### src/rtl/adc_rd_pkg.sv
package adc_rd_pkg;
  typedef enum logic [1:0] {
    ST_IDLE  = 2'd0,
    ST_RUN   = 2'd1,
    ST_FIN   = 2'd2,
    ST_GUARD = 2'd3
  } rd_state_e;
endpackage

### src/rtl/adc_sclk_div.sv
// Divides clk by an even ratio. The output starts low when enabled and is
// forced low when disabled. rise flags the cycle that ends with a 0->1 edge.
module adc_sclk_div #(
  parameter int DIV = 4
) (
  input  logic clk,
  input  logic rst_n,
  input  logic en,
  output logic sclk,
  output logic rise
);
  localparam int HALF = DIV / 2;
  localparam int CW   = (HALF > 1) ? $clog2(HALF) : 1;

  logic [CW-1:0] cnt;
  logic          sclk_q;

  assign sclk = sclk_q;
  assign rise = en && !sclk_q && (cnt == CW'(HALF - 1));

  always_ff @(posedge clk or negedge rst_n) begin
    if (!rst_n) begin
      cnt    <= '0;
      sclk_q <= 1'b0;
    end else if (!en) begin
      cnt    <= '0;
      sclk_q <= 1'b0;
    end else if (cnt == CW'(HALF - 1)) begin
      cnt    <= '0;
      sclk_q <= ~sclk_q;
    end else begin
      cnt <= cnt + CW'(1);
    end
  end
endmodule

### src/rtl/adc_frame_ctrl.sv
// Frame sequencer: chip select, rise counting, guard interval, busy.
module adc_frame_ctrl
  import adc_rd_pkg::*;
#(
  parameter int IDLE_CYC = 16,
  parameter int LAST_STD = 15,
  parameter int LAST_CHK = 26,
  parameter int RW       = 5
) (
  input  logic          clk,
  input  logic          rst_n,
  input  logic          start,
  input  logic          chk_mode,
  input  logic          rise,
  output logic          run,
  output logic          fin,
  output logic          chk_q,
  output logic [RW-1:0] rcnt,
  output logic          cs_n,
  output logic          busy
);
  localparam int GW = $clog2(IDLE_CYC + 1);

  rd_state_e     state;
  logic [GW-1:0] gcnt;
  logic [RW-1:0] last_rise;

  assign run       = (state == ST_RUN);
  assign fin       = (state == ST_FIN);
  assign last_rise = chk_q ? RW'(LAST_CHK) : RW'(LAST_STD);

  always_ff @(posedge clk or negedge rst_n) begin
    if (!rst_n) begin
      state <= ST_IDLE;
      gcnt  <= '0;
      rcnt  <= '0;
      chk_q <= 1'b0;
      cs_n  <= 1'b1;
      busy  <= 1'b0;
    end else begin
      case (state)
        ST_IDLE: begin
          if (start) begin
            state <= ST_RUN;
            cs_n  <= 1'b0;
            busy  <= 1'b1;
            chk_q <= chk_mode;
            rcnt  <= '0;
          end
        end
        ST_RUN: begin
          if (rise) begin
            rcnt <= rcnt + RW'(1);
            if (rcnt + RW'(1) == last_rise) state <= ST_FIN;
          end
        end
        ST_FIN: begin
          cs_n  <= 1'b1;
          gcnt  <= '0;
          state <= ST_GUARD;
        end
        default: begin
          if (gcnt == GW'(IDLE_CYC - 1)) begin
            state <= ST_IDLE;
            busy  <= 1'b0;
          end else begin
            gcnt <= gcnt + GW'(1);
          end
        end
      endcase
    end
  end
endmodule

### src/rtl/adc_bit_capture.sv
// Routes sampled bits by rise number into the null flag, the MSB-first word
// and the repeat register, then publishes the result on fin.
module adc_bit_capture #(
  parameter int DATA_W   = 12,
  parameter int NULL_POS = 3,
  parameter int RW       = 5
) (
  input  logic              clk,
  input  logic              rst_n,
  input  logic              rise,
  input  logic [RW-1:0]     rcnt,
  input  logic              sdo,
  input  logic              fin,
  input  logic              chk_q,
  output logic [DATA_W-1:0] res_data,
  output logic              res_valid,
  output logic              res_mismatch,
  output logic              res_null_err
);
  localparam int WORD_LO = NULL_POS + 1;
  localparam int WORD_HI = NULL_POS + DATA_W;
  localparam int REP_LO  = WORD_HI + 1;
  localparam int REP_HI  = WORD_HI + DATA_W - 1;

  logic [RW-1:0]     n;
  logic [DATA_W-1:0] word;
  logic [DATA_W-2:0] rep;
  logic              null_q;
  logic              in_word;
  logic              in_rep;

  assign n       = rcnt + RW'(1);
  assign in_word = (n >= RW'(WORD_LO)) && (n <= RW'(WORD_HI));
  assign in_rep  = (n >= RW'(REP_LO)) && (n <= RW'(REP_HI));

  always_ff @(posedge clk or negedge rst_n) begin
    if (!rst_n) begin
      word   <= '0;
      rep    <= '0;
      null_q <= 1'b0;
    end else if (rise) begin
      if (n == RW'(NULL_POS)) null_q <= sdo;
      if (in_word) word <= {word[DATA_W-2:0], sdo};
      // repeat arrives low bit first: shifting right lines bit k up at rep[k-1]
      if (in_rep) rep <= {sdo, rep[DATA_W-2:1]};
    end
  end

  always_ff @(posedge clk or negedge rst_n) begin
    if (!rst_n) begin
      res_data     <= '0;
      res_valid    <= 1'b0;
      res_mismatch <= 1'b0;
      res_null_err <= 1'b0;
    end else begin
      res_valid <= fin;
      if (fin) begin
        res_data     <= word;
        res_mismatch <= chk_q && (rep != word[DATA_W-1:1]);
        res_null_err <= null_q;
      end
    end
  end
endmodule

### src/rtl/adc_serial_reader.sv
module adc_serial_reader #(
  parameter int DATA_W     = 12,
  parameter int CLK_DIV    = 4,
  parameter int IDLE_CYC   = 16,
  parameter int SKIP_RISES = 2
) (
  input  logic              clk,
  input  logic              rst_n,
  input  logic              start,
  input  logic              chk_mode,
  input  logic              sdo,
  output logic              cs_n,
  output logic              sclk,
  output logic              busy,
  output logic [DATA_W-1:0] res_data,
  output logic              res_valid,
  output logic              res_mismatch,
  output logic              res_null_err
);
  localparam int NULL_POS = SKIP_RISES + 1;
  localparam int LAST_STD = NULL_POS + DATA_W;
  localparam int LAST_CHK = LAST_STD + DATA_W - 1;
  localparam int RW       = $clog2(LAST_CHK + 1);

  logic          run;
  logic          fin;
  logic          rise;
  logic          chk_q;
  logic [RW-1:0] rcnt;

  adc_sclk_div #(.DIV(CLK_DIV)) u_div (
    .clk(clk), .rst_n(rst_n), .en(run), .sclk(sclk), .rise(rise)
  );

  adc_frame_ctrl #(
    .IDLE_CYC(IDLE_CYC), .LAST_STD(LAST_STD), .LAST_CHK(LAST_CHK), .RW(RW)
  ) u_ctrl (
    .clk(clk), .rst_n(rst_n), .start(start), .chk_mode(chk_mode),
    .rise(rise), .run(run), .fin(fin), .chk_q(chk_q), .rcnt(rcnt),
    .cs_n(cs_n), .busy(busy)
  );

  adc_bit_capture #(.DATA_W(DATA_W), .NULL_POS(NULL_POS), .RW(RW)) u_cap (
    .clk(clk), .rst_n(rst_n), .rise(rise), .rcnt(rcnt), .sdo(sdo),
    .fin(fin), .chk_q(chk_q), .res_data(res_data), .res_valid(res_valid),
    .res_mismatch(res_mismatch), .res_null_err(res_null_err)
  );
endmodule

### config.mk
export PLATFORM = sky130hd
export DESIGN_NAME = adc_serial_reader
export DESIGN_NICKNAME = d
export VERILOG_FILES = /design/src/rtl/adc_rd_pkg.sv /design/src/rtl/adc_sclk_div.sv /design/src/rtl/adc_frame_ctrl.sv /design/src/rtl/adc_bit_capture.sv /design/src/rtl/adc_serial_reader.sv
export SDC_FILE = /design/constraint.sdc
export NUM_CORES = 1
export LEC_CHECK = 0
export BUFFER_PORTS_ARGS = -buffer_cell sky130_fd_sc_hd__buf_2
export CORE_ASPECT_RATIO = 0.75
export CORE_MARGIN = 2
export CORE_UTILIZATION = 45
export CTS_CLUSTER_DIAMETER = 30
export CTS_CLUSTER_SIZE = 28
export DETAILED_ROUTE_END_ITERATION = 6
export PLACE_DENSITY = 0.7
export SLEW_MARGIN = 40
export SYNTH_ARGS = -nofsm -noshare
export SYNTH_HDL_FRONTEND = slang
export SYNTH_SLANG_ARGS = --single-unit
export TNS_END_PERCENT = 100
### constraint.sdc
create_clock -name clk -period 5.3 [get_ports clk]
set_clock_uncertainty 0.05 [all_clocks]
set_input_delay 0.53 -clock clk [delete_from_list [all_inputs] [get_ports clk]]
set_output_delay 0.53 -clock clk [all_outputs]
set_load 0.05 [all_outputs]
==> reports/qor.yml, run 1 <==
synth:
  syn_inst: 221
  synth_top_family_by_area: "multiplexers"
  yosysMostFrequentCell: "dfrtp_1"
  synth_ff_type: "dfrtp_1"
  synth_edf_count: 0
  yosysTopAreaCell: "dfrtp_1"
  synthTopCellsByCount: "dfrtp_1, mux2_2, o21ai_0, xnor2_1, nand2_1"
  synth_xor_area_share_pct: 6.25
  synth-simple-area-share_pct: 9.50
  synth_top_area_share_pct: 51.7
  seq_area_frac_synth_pct: 52.7
  synth.distinct_cells: 41
  synth_nets: 234
  ys_warn_count: 0
  syn_area_sq_um: 2660
  synth-adder-area-share_pct: 3.76
  synth-compound-area-share_pct: 8.51
  ys_ff_latch: 56
  yosys-top-cells-area: "dfrtp_1, mux2_2, xnor2_1"
  yosys-mux-area-fraction_pct: 16.1
  synth-async-reset-ratio_pct: 100
  postSynthAreaPerCell_sq_um: 12.0
clock_network:
  cts_tree: "done"
  clk_pin_slew_ns: 0.09
  cts_setup_buffers: 0
  clock-sinks: 56
  numCtsBuffers: 5
  clock_latency_ns: 0.31
  cts-htree-levels: 2
  hold_buffers: 0
  root_buffer: "clkbuf_8"
  clock_path_buffers: 2
  cts_resized: 0
die:
  die-area_sq_um: 6550
  dieHeight_um: 70.6
  die_w_um: 92.8
  row_count: 24
  start_util_pct: 46.2
  io_pins: 23
  coreArea_sq_um: 5770
grt:
  grt_pass1_vias: 1565
  grt_pass1_wl_um: 7960
  grt_util_all_layers_pct: 15.6
  antenna_found_initial: 0
  grt_max_degree: 57
  grt_remaining_overflow: 0
critical_path:
  worstSetupPathType: "reg -> reg"
  critPathLaunchType: "flop"
  crit_arrival_ns: 2.70
  r2r_slack_ns: 2.74
  critPathCaptureType: "flop"
  worst-path-max-fanout: 12
  required_ns: 5.45
place:
  place.gp.congestion: 0.868
  port_buffers: 22
  dp.final_hpwl_um: 3220
  place_inst: 312
final_layout:
  multi_input_area_sq_um: 1180
  regArea_sq_um: 1400
  fin_util_pct: 51.3
  antenna_cells: 0
  drive_above_1_share_pct: 30.2
  final_nets: 254
  fill_cells: 500
  syn_to_final_growth_pct: 11.2
  instances_no_fill: 320
timing:
  fin_hold_ws_ns: 0.293
  slew_violations: 0
  fin_crit_ns: 2.56
  setup_violations: 0
  fin_crit_sh_pct: 48.2
  max-slew-margin-rel_pct: 52.0
  rsz0062_at_grt: "no"
  setup_tns_ns: 0
  worst_slew_pin_slew_ns: 0.720
  fmax_ghz: 0.391
  hold_violations: 0
pwr:
  total_power_mw: 0.757
  cellLeakagePower_nw: 1.37
  power_density_nw_per_um2: 256
  vdd_ir_drop_max_v: 0.000133
drt:
  wirelength_um: 4710
  vias: 1669
  first_pass_iters: 4
  via_per_inst: 5.22
  wire_per_inst_um: 14.7
  first_iter_violations: 71
  drc: 0
  ant_nets: 0
status:
  status: "completed"
worst_hold_path:
  hold_class: "in -> async"
flow_run:
  drv_cap: 0
==> placed cells by master (no fill, tap or decap), types with 2 or more instances in the layout <==
master,n
o22ai_1,3
mux2_2,38
and3_1,2
ha_1,7
clkbuf_8,7
nor4_1,5
o211ai_1,2
nand3_1,4
nor4bb_1,2
o2111ai_2,2
o21ai_0,16
inv_1,9
xnor2_1,14
nand2b_1,3
o21bai_1,2
buf_2,22
nand4_1,3
xor2_1,5
nor2b_1,2
a21oi_1,4
dfrtp_1,55
a22o_1,2
and2_1,2
nor2_1,3
nand2_1,13
==> worst paths after layout <==
path / cells after the start / to / from
worst max-delay path: 6 / u_cap.word[0] / u_ctrl.rcnt[0]
min in group clk: 2 / u_ctrl.chk_q / chk_mode
worst max register to register: 6 / u_cap.word[0] / u_ctrl.rcnt[0]
worst min-delay path: 2 / u_cap.res_data[7] / rst_n
max in group asynchronous: 2 / u_ctrl.rcnt[4] / rst_n
worst min register to register: 1 / u_div.cnt / u_div.cnt
==> where the power goes <==
group	total, mW	leakage [nW]	internal [mW]	switching [mW]
clock network	0.301	0.0645	0.167	0.134
logic	0.0195	0.574	0.00796	0.0116
registers	0.437	0.727	0.432	0.00537
==> worst max-delay path, stage by stage (launching register included) <==
cell,delay (ns)
dfrtp_1,0.47
inv_1,0.10
ha_1,0.33
or3b_1,0.40
or3_1,0.37
o2111ai_2,0.29
mux2_2,0.42
==> state kept, by name, indices dropped and copies added (netlist names), 2 cells and up <==
register        flops
u_cap.rep          11
u_cap.res_data     12
u_cap.word         12
u_ctrl.gcnt         5
u_ctrl.rcnt         5
u_ctrl.state        2
==> cell families after synthesis <==
family,count (synthesis)
compound gates,36
fa+ha+maj,8
simple gates,45
xor+xnor,19
buf+inv,19
mux,38
flops,56
==> final cells by class <==
cell class                      instances  area share (%)
Clock buffer                            7            3.25
Clock inverter                          1            1.01
Timing Repair Buffer                   23            3.97
Inverter                                9            1.14
Multi-Input combinational cell        146            39.9
Sequential cell                        56            47.4
Tap cell                               78            3.30
==> per-stage QoR <==
stage / setup slack, ns / area (sq um)
after floorplan: 3.01 / 2660
after global placement: 2.83 / 2830
after detailed placement: 2.78 / 2830
after CTS: 2.73 / 2960
after global routing: 2.63 / 2960
final: 2.74 / 2960
==> per-layer routing <==
metal / track usage [%] / routed length [um] / vias to the layer above
met5: 0 / 0 / -
met4: 4.90 / 41 / 0
met3: 3.51 / 180 / 6
met2: 20.4 / 1870 / 35
met1: 25.4 / 2620 / 803
li1: - / - / 825
Note: power is estimated with default switching activity, not from simulation.
==> run 2, diff against run 1 <==
==> constraint.sdc (replaced) <==
create_clock -name clk -period 2.4 [get_ports clk]
set_clock_uncertainty 0.05 [all_clocks]
set_input_delay 0.24 -clock clk [delete_from_list [all_inputs] [get_ports clk]]
set_output_delay 0.24 -clock clk [all_outputs]
set_load 0.05 [all_outputs]
==> reports/qor.yml, run 2 (synthesis gave the netlist of run 1 again) <==
drt:
  wire_per_inst_um: 14.9  # +1.1%
  wirelength_um: 4850  # +3.0%
  ant_nets: 0  # unchanged
  drc: 0  # unchanged
  first_pass_iters: 4  # unchanged
  vias: 1726  # +3.4%
  first_iter_violations: 68  # -4.2%
  via_per_inst: 5.29  # +1.5%
worst_hold_path:
  hold_class: "in -> reg"
clock_network:
  clock_path_buffers: 2  # unchanged
  clock-sinks: 56  # unchanged
  root_buffer: "clkbuf_8"
  cts_setup_buffers: 0  # unchanged
  clock_latency_ns: 0.30  # about the same
  cts_tree: "done"
  numCtsBuffers: 5  # unchanged
  clk_pin_slew_ns: 0.10  # about the same
  cts-htree-levels: 2  # unchanged
timing:
  rsz0062_at_grt: "no"
  hold_violations: 0  # unchanged
  fmax_ghz: 0.439  # +12%
  setup_tns_ns: 0  # unchanged
  worst_slew_pin_slew_ns: 0.627  # -0.0934 ns
  fin_crit_sh_pct: 94.9  # +47 points
  max-slew-margin-rel_pct: 57.9  # +5.9 points
  slew_violations: 0  # unchanged
  fin_crit_ns: 2.28  # -0.279 ns
  setup_violations: 0  # unchanged
die:
  dieHeight_um: 70.6  # unchanged
  die-area_sq_um: 6550  # unchanged
  start_util_pct: 46.2  # unchanged
  io_pins: 23  # unchanged
  coreArea_sq_um: 5770  # unchanged
  die_w_um: 92.8  # unchanged
  row_count: 24  # unchanged
grt:
  antenna_found_initial: 0  # unchanged
  use_met2_pct: 22.7  # +2.3 points
  grt_util_all_layers_pct: 15.9  # +0.33 points
  grtUsageMet3_pct: 3.51  # unchanged
  grt_remaining_overflow: 0  # unchanged
  grt_max_degree: 31  # -46%
  grt_pass1_wl_um: 8250  # +3.7%
  top_usage_layer: "met1"
  grt_pass1_vias: 1670  # +6.7%
  grtUsageMet1_pct: 24.3  # -1.1 points
final_layout:
  fill_cells: 521  # +4.2%
  post-route-cell-area_sq_um: 3010  # +1.8%
  syn_to_final_growth_pct: 13.3
  antenna_cells: 0  # unchanged
  mostFrequentLayoutCell: "dfrtp_1"
  final_nets: 260  # +2.4%
  top_regs: "u_cap.res_data (12), u_cap.word (12), u_cap.rep (11)"
  fin_util_pct: 52.3  # +0.93 points
  drive_above_1_share_pct: 30.6  # +0.48 points
  final_cell_mix: "dfrtp_1, mux2_2, buf_2, o21ai_0, xnor2_1"
place:
  port_buffers: 22  # unchanged
  place.gp.congestion: 0.843  # -2.9%
  place_area_sq_um: 2870  # +1.2%
  dp.final_hpwl_um: 3410  # +5.8%
flow_run:
  drv_cap: 0  # unchanged
critical_path:
  required_ns: 2.55  # -2.90 ns
  critPathLaunchType: "flop"
  worstSetupPathType: "reg -> reg"
  critPathCaptureType: "flop"
  worst-path-max-fanout: 6  # -6
  crit_arrival_ns: 2.42  # -0.28 ns
pwr:
  cellLeakagePower_nw: 1.39  # +1.5%
  total_power_mw: 1.54  # +100%
  vdd_ir_drop_max_v: 0.000271  # +100%
  power_density_nw_per_um2: 512  # +100%
status:
  status: "completed"
run 2: per-layer routing:
metal,up-vias,routed length (um)
met4,0,58
met5,-,0
met2,33,2040
met1,843,2550
li1,843,-
met3,7,197
run 2: layout make-up:
| type | instances | area, sq um | area share (%) |
|---|---|---|---|
| flip-flops and latches | 56 | 1400 | 46.5 |
| multi-input cells | 147 | 1220 | 40.3 |
| repair buffers | 28 | 170 | 5.65 |
| well taps | 78 | 97.6 | 3.24 |
| clock buffers | 7 | 86.3 | 2.86 |
| inverters | 9 | 33.8 | 1.12 |
| clock inverters | 1 | 7.51 | 0.249 |
run 2: repair_timing:
action	CTS	global route
gates resized for setup	0	3
hold buffers	1	0
endpoints found under the hold margin	25	0
endpoints found under the setup margin	0	12
run 2: path summary, 6_finish.rpt:
check / start / end / slack (ns) / depth (start not counted)
min in group asynchronous: rst_n / u_cap.rep[5] / 0.43 / 2
max in group asynchronous: rst_n / u_cap.word[0] / 1.29 / 3
max: u_ctrl.rcnt[0] / u_cap.word[10] / 0.12 / 6
min: chk_mode / u_ctrl.chk_q / 0.11 / 2
min reg2reg: u_ctrl.gcnt[4] / u_ctrl.gcnt[4] / 0.44 / 2
max reg2reg: u_ctrl.rcnt[0] / u_cap.word[10] / 0.12 / 6
run 2: stage by stage:
| stage | setup slack, ns | hold slack [ns] | cells |
|---|---|---|---|
| CTS | 0.0306 | 0.0976 | 325 |
| global route | 0.0479 | 0.101 | 326 |
| detailed placement | 0.0447 | 0.247 | 316 |
| floorplan | 0.112 | -0.106 | 221 |
| global placement | 0.110 | 0.253 | 316 |
| finish | 0.123 | 0.108 | 326 |
run 2: where the power goes:
group | total (mW) | internal [mW] | switching (mW) | leakage, nW
sequential | 0.964 | 0.953 | 0.0107 | 0.727
combinational | 0.0474 | 0.0208 | 0.0265 | 0.614
clock | 0.532 | 0.235 | 0.297 | 0.0445
total | 1.54 | 1.21 | 0.334 | 1.39
run 2: critical path: stages, from the launching register on:
cell and delay, ns:
dfrtp_1 0.37, inv_1 0.06, ha_1 0.32, or3b_1 0.38
or3_4 0.42, o2111ai_4 0.18, mux2_2 0.38
==> run 3, diff against run 2 <==
--- a/config.mk
+++ b/config.mk
@@ -6,15 +6,16 @@
 export NUM_CORES = 1
 export LEC_CHECK = 0
 export BUFFER_PORTS_ARGS = -buffer_cell sky130_fd_sc_hd__buf_2
+export CAP_MARGIN = 10
 export CORE_ASPECT_RATIO = 0.75
 export CORE_MARGIN = 2
 export CORE_UTILIZATION = 45
 export CTS_CLUSTER_DIAMETER = 30
 export CTS_CLUSTER_SIZE = 28
 export DETAILED_ROUTE_END_ITERATION = 6
-export PLACE_DENSITY = 0.7
+export PLACE_DENSITY = 0.67
 export SLEW_MARGIN = 40
 export SYNTH_ARGS = -nofsm -noshare
 export SYNTH_HDL_FRONTEND = slang
 export SYNTH_SLANG_ARGS = --single-unit
-export TNS_END_PERCENT = 100
+export TNS_END_PERCENT = 5
==> reports/qor.yml, run 3 (synthesis gave the netlist of run 1 again) <==
final_layout:
  instances_no_fill: 327  # +0.31%
  top_regs: "u_cap.res_data (12), u_cap.word (12), u_cap.rep (11)"
  syn_to_final_growth_pct: 12.2
  final_cell_mix: "dfrtp_1, mux2_2, buf_2, o21ai_0, xnor2_1"
  drive_above_1_share_pct: 31.3  # +0.68 points
  final_nets: 261  # +0.38%
  fill_cells: 517  # -0.77%
  mostFrequentLayoutCell: "dfrtp_1"
  antenna_cells: 0  # unchanged
clock_network:
  clk_pin_slew_ns: 0.10  # about the same
  clock-sinks: 56  # unchanged
  clock_latency_ns: 0.31  # about the same
  hold_buffers: 0  # -1
  cts_resized: 0  # unchanged
  cts_tree: "done"
  cts-htree-levels: 2  # unchanged
  clock_path_buffers: 2  # unchanged
  numCtsBuffers: 5  # unchanged
  root_buffer: "clkbuf_8"
  cts_setup_buffers: 0  # unchanged
grt:
  antenna_found_initial: 0  # unchanged
  grt_pass1_vias: 1665  # -0.30%
  grt_max_degree: 57  # +84%
  grt_remaining_overflow: 0  # unchanged
  grt_pass1_wl_um: 8350  # +1.2%
  grt_util_all_layers_pct: 16.1  # +0.22 points
flow_run:
  drv_cap: 0  # unchanged
critical_path:
  critPathCaptureType: "flop"
  worst-path-max-fanout: 12  # +6
  worstSetupPathType: "reg -> reg"
  critPathLaunchType: "flop"
  required_ns: 2.55  # about the same
  crit_buf_inv: 0  # -1
  path_cells: "ha_1, or3b_1, or3_1, o2111ai_4, mux2_2"
  crit_arrival_ns: 2.48  # +0.06 ns
  cp_slowest_stage_delay_ns: 0.42  # about the same
  slowest_stage: "dfrtp_1"
  cp_top_family: "simple AND/OR/NAND/NOR gates"
die:
  start_util_pct: 46.2  # unchanged
  die_w_um: 92.8  # unchanged
  coreArea_sq_um: 5770  # unchanged
  dieHeight_um: 70.6  # unchanged
  io_pins: 23  # unchanged
  row_count: 24  # unchanged
  die-area_sq_um: 6550  # unchanged
timing:
  max-slew-margin-rel_pct: 53.2  # -4.8 points
  worst_slew_pin_slew_ns: 0.703  # +0.0758 ns
  fin_hold_ws_ns: 0.00494  # -0.103 ns
  fin_crit_sh_pct: 96.8  # +2.0 points
  fin_crit_ns: 2.32  # +0.0468 ns
  setup_violations: 0  # unchanged
  hold_violations: 0  # unchanged
  setup_tns_ns: 0  # unchanged
  slew_violations: 0  # unchanged
  fmax_ghz: 0.430  # -2.0%
  rsz0062_at_grt: "no"
place:
  dp.final_hpwl_um: 3460  # +1.4%
  place.gp.congestion: 0.862  # +2.2%
  place_inst: 319  # +0.95%
  port_buffers: 22  # unchanged
drt:
  drc: 0  # unchanged
  via_per_inst: 5.24  # -1.1%
  wire_per_inst_um: 15.1  # +1.4%
  vias: 1713  # -0.75%
  ant_nets: 0  # unchanged
  first_iter_violations: 88  # +29%
  first_pass_iters: 4  # unchanged
  wirelength_um: 4930  # +1.7%
pwr:
  power_density_nw_per_um2: 521  # +1.7%
  cellLeakagePower_nw: 1.39  # +0.20%
  vdd_ir_drop_max_v: 0.000283  # +4.4%
worst_hold_path:
  hold_class: "in -> async"
status:
  status: "completed"
==> run 3: worst reg2reg max path, cell delays in order (launching register included) <==
cell	delay, ns
dfrtp_1	0.42
ha_1	0.32
or3b_1	0.38
or3_1	0.40
o2111ai_4	0.24
mux2_2	0.39
==> run 3: where the power goes <==
part	leakage [nW]	switching [mW]	internal (mW)	total, mW
sequential	0.727	0.0116	0.953	0.965
combinational	0.609	0.0255	0.0176	0.0431
clock	0.0516	0.310	0.237	0.547
==> run 3: final cells by class <==
type | instances | area [sq um] | area share, %
Timing Repair Buffer | 30 | 170 | 5.70
Multi-Input combinational cell | 146 | 1180 | 39.7
Inverter | 9 | 33.8 | 1.13
Sequential cell | 56 | 1400 | 47.0
Tap cell | 78 | 97.6 | 3.27
Clock inverter | 2 | 13.8 | 0.461
Clock buffer | 6 | 82.6 | 2.77
==> run 3: final timing paths <==
kind	from	endpoint	slack (ns)	cells after the start
max in group asynchronous	rst_n	u_ctrl.state[0]	1.84	2
setup / recovery	u_ctrl.rcnt[1]	u_cap.word[9]	0.08	5
hold reg to reg	u_div.cnt	u_div.cnt	0.44	1
setup reg to reg	u_ctrl.rcnt[1]	u_cap.word[9]	0.08	5
min in group clk	chk_mode	u_ctrl.chk_q	0.11	2
hold / removal	rst_n	u_cap.res_data[7]	0.005	2
==> run 3: routing by layer <==
layer	part of all wire [%]	track usage, %
met3	3.9	3.19
met5	0	0
met2	42	22.8
met4	1.5	4.90
met1	53	25.2
==> run 3: metrics by stage <==
| stage | worst slack, ns | utilization [%] | power [mW] | cell area, sq um |
|---|---|---|---|---|
| after global routing | 0.0108 | 51.8 | 1.62 | 2990 |
| after global placement | 0.112 | 49.9 | 1.03 | 2880 |
| after floorplan | 0.112 | - | 0.998 | 2660 |
| final | 0.0763 | 51.8 | 1.55 | 2990 |
| after CTS | 0.0354 | 51.6 | 1.59 | 2970 |
| after detailed placement | 0.0443 | 49.9 | 1.03 | 2880 |
